===== config.mk =====
export PLATFORM = sky130hd
export DESIGN_NAME = mdio_frame_engine
export DESIGN_NICKNAME = d
export VERILOG_FILES = /design/src/rtl/mdio_fe_pkg.sv /design/src/rtl/mdio_fe_ctrl.sv /design/src/rtl/mdio_fe_datapath.sv /design/src/rtl/mdio_frame_engine.sv
export SDC_FILE = /design/constraint.sdc
export NUM_CORES = 1
export LEC_CHECK = 0
export ABC_AREA = 1
export CAP_MARGIN = 20
export CORE_UTILIZATION = 42
export DETAILED_ROUTE_END_ITERATION = 6
export PLACE_DENSITY = 0.78
export SLEW_MARGIN = 25
export SYNTH_ARGS = -nofsm -noshare
export SYNTH_HDL_FRONTEND = slang
export SYNTH_HIERARCHICAL = 1
export SYNTH_SLANG_ARGS = --single-unit

===== constraint.sdc =====
create_clock -name clk -period 1.41 [get_ports clk]
set_input_delay 0.3525 -clock clk [delete_from_list [all_inputs] [get_ports clk]]
set_output_delay 0.3525 -clock clk [all_outputs]
set_load 0.02 [all_outputs]

===== src/rtl/mdio_fe_pkg.sv =====
package mdio_fe_pkg;
  localparam int IDX_W = 8;

  typedef struct packed {
    logic             load;
    logic             rise;
    logic             fall;
    logic             abort;
    logic             busy;
    logic [IDX_W-1:0] bitIdx;
  } mdio_ctl_s;
endpackage


===== src/rtl/mdio_fe_ctrl.sv =====
module mdio_fe_ctrl
  import mdio_fe_pkg::*;
#(
  parameter int DIV_A         = 48,
  parameter int DIV_B         = 64,
  parameter int PREAMBLE_BITS = 32
) (
  input  logic      clk,
  input  logic      rstN,
  input  logic      mntWrEn,
  input  logic      mdioEnable,
  input  logic      divSel,
  output mdio_ctl_s ctl
);
  localparam int FRAME_BITS = PREAMBLE_BITS + 32;
  localparam int DIV_MAX    = (DIV_A > DIV_B) ? DIV_A : DIV_B;
  localparam int CW         = $clog2(DIV_MAX);
  localparam logic [CW-1:0] A_LAST = CW'(DIV_A - 1);
  localparam logic [CW-1:0] B_LAST = CW'(DIV_B - 1);
  localparam logic [CW-1:0] A_RISE = CW'(DIV_A / 2 - 1);
  localparam logic [CW-1:0] B_RISE = CW'(DIV_B / 2 - 1);
  localparam logic [IDX_W-1:0] LAST_BIT = IDX_W'(FRAME_BITS - 1);

  typedef enum logic {ST_IDLE, ST_RUN} st_e;

  st_e              state;
  logic [CW-1:0]    cnt;
  logic             selQ;
  logic [IDX_W-1:0] bitIdx;
  logic [CW-1:0]    divLast;
  logic [CW-1:0]    riseAt;
  logic             running;
  logic             startReq;

  // Divider choice is frozen at launch so a mid-frame change cannot skew a period.
  assign divLast  = selQ ? B_LAST : A_LAST;
  assign riseAt   = selQ ? B_RISE : A_RISE;
  assign running  = (state == ST_RUN);
  assign startReq = (state == ST_IDLE) && mntWrEn && mdioEnable;

  always_ff @(posedge clk) begin
    if (!rstN) begin
      state  <= ST_IDLE;
      cnt    <= '0;
      selQ   <= 1'b0;
      bitIdx <= '0;
    end else begin
      unique case (state)
        ST_IDLE: begin
          if (startReq) begin
            state  <= ST_RUN;
            cnt    <= '0;
            bitIdx <= '0;
            selQ   <= divSel;
          end
        end
        ST_RUN: begin
          if (!mdioEnable) begin
            state <= ST_IDLE;
          end else if (cnt == divLast) begin
            cnt <= '0;
            if (bitIdx == LAST_BIT) state <= ST_IDLE;
            else                    bitIdx <= bitIdx + 1'b1;
          end else begin
            cnt <= cnt + 1'b1;
          end
        end
        default: state <= ST_IDLE;
      endcase
    end
  end

  always_comb begin
    ctl.load   = startReq;
    ctl.rise   = running && mdioEnable && (cnt == riseAt);
    ctl.fall   = running && mdioEnable && (cnt == divLast);
    ctl.abort  = running && !mdioEnable;
    ctl.busy   = running;
    ctl.bitIdx = bitIdx;
  end
endmodule


===== src/rtl/mdio_fe_datapath.sv =====
module mdio_fe_datapath
  import mdio_fe_pkg::*;
#(
  parameter int PREAMBLE_BITS = 32
) (
  input  logic        clk,
  input  logic        rstN,
  input  mdio_ctl_s   ctl,
  input  logic        mntWrEn,
  input  logic [31:0] mntWrData,
  input  logic        mdioIn,
  output logic [31:0] word,
  output logic        mdc,
  output logic        mdioOut,
  output logic        mdioOe
);
  localparam int FRAME_BITS = PREAMBLE_BITS + 32;
  localparam logic [IDX_W-1:0] TA_SECOND  = IDX_W'(PREAMBLE_BITS + 15);
  localparam logic [IDX_W-1:0] DATA_FIRST = IDX_W'(PREAMBLE_BITS + 16);
  localparam logic [IDX_W-1:0] PRE_END    = IDX_W'(PREAMBLE_BITS);
  localparam logic [IDX_W-1:0] TOP_IDX    = IDX_W'(FRAME_BITS - 1);

  logic             isRead;
  logic             released;
  logic [IDX_W-1:0] fieldPos;
  logic             txBit;

  assign isRead   = (word[29:28] == 2'b10);
  assign released = isRead && (ctl.bitIdx >= TA_SECOND);
  // Past the preamble, frame position maps onto word bit 31 down to 0.
  assign fieldPos = TOP_IDX - ctl.bitIdx;
  assign txBit    = (ctl.bitIdx < PRE_END) ? 1'b1 : word[fieldPos[4:0]];
  assign mdioOe   = ctl.busy && !released;
  assign mdioOut  = mdioOe ? txBit : 1'b1;

  always_ff @(posedge clk) begin
    if (!rstN) begin
      word <= '0;
    end else if (mntWrEn && !ctl.busy) begin
      word <= mntWrData;
    end else if (ctl.rise && isRead && (ctl.bitIdx >= DATA_FIRST)) begin
      word[15:0] <= {word[14:0], mdioIn};
    end
  end

  always_ff @(posedge clk) begin
    if (!rstN)                                mdc <= 1'b0;
    else if (ctl.abort || ctl.fall || ctl.load) mdc <= 1'b0;
    else if (ctl.rise)                        mdc <= 1'b1;
  end
endmodule


===== src/rtl/mdio_frame_engine.sv =====
module mdio_frame_engine
  import mdio_fe_pkg::*;
#(
  parameter int DIV_A         = 48,
  parameter int DIV_B         = 64,
  parameter int PREAMBLE_BITS = 32
) (
  input  logic        clk,
  input  logic        rstN,
  input  logic        mntWrEn,
  input  logic [31:0] mntWrData,
  output logic [31:0] mntRdData,
  output logic [31:0] statusRd,
  input  logic        mdioEnable,
  input  logic        divSel,
  output logic        mdc,
  output logic        mdioOut,
  output logic        mdioOe,
  input  logic        mdioIn
);
  mdio_ctl_s ctl;

  mdio_fe_ctrl #(
    .DIV_A(DIV_A), .DIV_B(DIV_B), .PREAMBLE_BITS(PREAMBLE_BITS)
  ) ctrl_i (
    .clk(clk), .rstN(rstN), .mntWrEn(mntWrEn),
    .mdioEnable(mdioEnable), .divSel(divSel), .ctl(ctl)
  );

  mdio_fe_datapath #(
    .PREAMBLE_BITS(PREAMBLE_BITS)
  ) dp_i (
    .clk(clk), .rstN(rstN), .ctl(ctl), .mntWrEn(mntWrEn),
    .mntWrData(mntWrData), .mdioIn(mdioIn), .word(mntRdData),
    .mdc(mdc), .mdioOut(mdioOut), .mdioOe(mdioOe)
  );

  assign statusRd = {29'd0, !ctl.busy, 2'b00};
endmodule


==> impl_metrics.csv <==
group,metric,value,unit
grt,grt_pass1_vias,3382,
clock_tree,cts_root_buf,"clkbuf_8",
layout,multi_input_area,2010,µm²
grt,grt_overflow,0,
worst_setup_path,cp_max_fo,6,
timing,setup_viol,30,
layout,fillers,465,
placed_design,port_buffers,73,
worst_setup_path,max_stage_delay,0.41,ns
synth,synth_seq_area_share,0.320,
worst_setup_path,crit_arrival,1.63,ns
worst_setup_path,cp_common_cell,"buf_6",
clock_tree,numCtsBuffers,5,
layout,seq_area,1000,µm²
worst_setup_path,cp_cell_sequence,"buf_6, nand4_1, nor2_1, o21ai_1, nand2_1, buf_4, inv_2, buf_6",
floorplanning,dieArea,7640,µm²
floorplanning,die_x,87.4,µm
placed_design,pre_cts_slack,-0.590,ns
worst_setup_path,cp.buffers_inverters,4,
grt,grt_pass1_wl,15400,µm
route,vias_per_cell,5.24,
timing,clock.fmax,505,MHz
floorplanning,core,6910,µm²
run_status,violations,"setup timing",
power,power_density,751,nW/µm²
grt,grtUsageTotal,0.253,
timing,fin_tns_setup,-4.91,ns
layout,design_area,5030,µm²
power,p_leak,2.22,nW
min_path,min_path_cells,2,
floorplanning,rows,30,
synth,synth.avg_cell_area,6.64,µm²
synth,ys_warn_count,6,
route,antenna_left,0,
layout,nets,665,
timing,finalMaxSlewViolations,0,
route,wl,10600,µm
layout,final_cells,722,
synth,synth_top_flop_cell,"dfxtp_1",
worst_setup_path,endpoint_kind,"primary output",
placed_design,dpl-instance-area,4340,µm²
route,drtIter0Drc,301,
synth,ys_top_cells_by_area,"dfxtp_1 32%, nand2_1 12%, a21oi_1 9.6%, buf_4 8.3%, nand3_1 7.2%",
power,fin_total_pwr,3.78,mW
clock_tree,h-tree-depth,2,
timing,rsz0062_at_grt,"true",
clock_tree,clock_sinks,49,
layout,syn_to_final_growth,64.2,%
floorplanning,die_y,87.4,µm
floorplanning,start_util,0.443,
worst_setup_path,r2r-end,"ctrl_i/bitIdx[1]$_SDFFE_PN0P_",
min_path,min_path_type,"flip-flop to flip-flop",
clock_tree,clockBufferDepth,2,
synth,syn_inst,461,
placed_design,gp_congestion,0.906,
timing,skew,0.0115,ns
worst_setup_path,timing.rr.start,"ctrl_i/bitIdx[0]$_SDFFE_PN0P_",
placed_design,dp_hpwl,6060,µm
synth,yosysTopAreaCellShare,0.320,
worst_setup_path,reg2reg_depth,9,
route,first_pass_iters,5,
grt,antenna_found_initial,0,
placed_design,dp.cells,694,
synth,yosys.area.top_type,"dfxtp_1",
clock_tree,tritoncts,"built",
worst_setup_path,crit_type,"flip-flop to primary output",
timing,whs,0.484,ns
layout,diodes,0,
power,vdd_drop_max,0.000401,V
min_path,min_to,"dp_i/word[27]$_SDFFE_PN0P_",
timing,timing.final.hold_violations,0,
timing,min_period,1.98,ns
timing,setup_ws,-0.570,ns
synth,syn_area,3060,µm²
route,drc,0,
worst_setup_path,path_delay_family,"simple AND/OR/NAND/NOR gates",
synth,ys_ff_latch,49,
floorplanning,io_pins,105,
synth,yosysMostFrequentCell,"nand2_1",
layout,post-route-util,0.728,
layout,drive_above_1_share,0.395,
synth,synthTopCellsByCount,"94 x nand2_1, 59 x a21oi_1, 51 x nor2_1, 49 x dfxtp_1, 46 x inv_1",
route,wl_per_cell,14.7,µm
worst_setup_path,crit_path_start_kind,"flip-flop",
worst_setup_path,slowest_stage,"dfxtp_4",
timing,period_share,1.40,
grt,grt_max_degree,52,
min_path,min-delay-start,"dp_i/word[27]$_SDFFE_PN0P_",
clock_tree,holdBufCountCts,0,
synth,synth_edf_count,0,
job,max-cap-violations,0,
clock_tree,clkTransAtPathRegs,0.10,ns
synth,synthArstFlopShare,0,
synth,synth_cell_types,32,
worst_setup_path,rrSetupSlack,-0.22,ns
route,num_vias,3786,
clock_tree,clk_latency,0.31,ns
run_status,status,"finished, violations left",
worst_setup_path,crit_required,1.06,ns
[cell type report]
cell class / count / area share
clock buffers: 6 / 0.0164
clock inverters: 2 / 0.00746
inverters: 52 / 0.0433
multi-input cells: 340 / 0.401
flip-flops and latches: 49 / 0.200
well taps: 96 / 0.0239
repair buffers: 177 / 0.309
[worst register-to-register path: cells and delay by family, from the launching register on]
family / cells / cell delay, ns
adders and majority gates: 1 / 0.16
DFF: 1 / 0.41
buffers and inverters: 1 / 0.16
and+or+nand+nor: 7 / 0.80
[where the power goes]
| part | switching (mW) | internal, mW | total, mW |
|---|---|---|---|
| sequential | 0.0583 | 1.47 | 1.52 |
| clock | 0.512 | 0.578 | 1.09 |
| combinational | 0.657 | 0.505 | 1.16 |
| total | 1.23 | 2.55 | 3.78 |
[placed cells by master, fill, tap and decap left out, types with 13 or more instances in the layout]
cell type,count
a21oi_1,41
a21oi_2,17
buf_4,87
buf_6,13
clkdlybuf4s50_1,36
conb_1,31
dfxtp_1,36
inv_1,43
nand2_1,84
nand3_1,34
nor2_1,26
nor2_2,14
nor2_4,17
o21ai_0,19
[kinds of logic after synthesis]
logic type	count (synthesis)	share of synthesized area
other	1	0.00122
XOR/XNOR	3	0.00858
AO/OA/AOI/OAI	84	0.140
flip-flops	49	0.320
buffers and inverters	103	0.190
AND/OR/NAND/NOR	219	0.331
adder cells (fa/ha/maj)	2	0.00817
[layer usage]
metal	vias to the layer above	track usage	share of wire	wire, µm
met5	-	0	0	0
met1	1745	0.300	0.38	4040
li1	1758	-	-	-
met2	234	0.460	0.51	5390
met3	49	0.0351	0.072	769
met4	0	0.0939	0.041	434
[worst max-delay path by stage]
| stage | end | slack (ns) | cells after the start | from |
|---|---|---|---|---|
| 2_1_floorplan | mdioOut | -0.06 | 10 | ctrl_i/bitIdx[0]$_SDFFE_PN0P_ |
| 3_3_place_gp | mdioOut | -0.60 | 8 | ctrl_i/bitIdx[0]$_SDFFE_PN0P_ |
| 3_5_place_dp | mdioOut | -0.59 | 8 | ctrl_i/bitIdx[1]$_SDFFE_PN0P_ |
| 4_1_cts | mdioOut | -0.47 | 9 | ctrl_i/bitIdx[0]$_SDFFE_PN0P_ |
| 5_1_grt | mdioOut | -0.62 | 10 | ctrl_i/bitIdx[0]$_SDFFE_PN0P_ |
| 6_report | mdioOe | -0.57 | 8 | ctrl_i/bitIdx[0]$_SDFFE_PN0P_ |
[registers in the layout (all words and copies together), names as in the netlist]
signal	cells
dp_i/word	32
ctrl_i/bitIdx	8
ctrl_i/cnt	6
ctrl_i/running	1
ctrl_i/selQ	1
dp_i/mdc	1
[timing repair]
| item | in CTS | in global routing |
|---|---|---|
| gates cloned | 5 | 0 |
| setup endpoints to repair | 64 | 72 |
| setup buffers | 10 | 9 |
| resized for setup | 158 | 97 |
| pin swaps | 17 | 35 |
No activity file was read; power rests on OpenSTA's default activity.
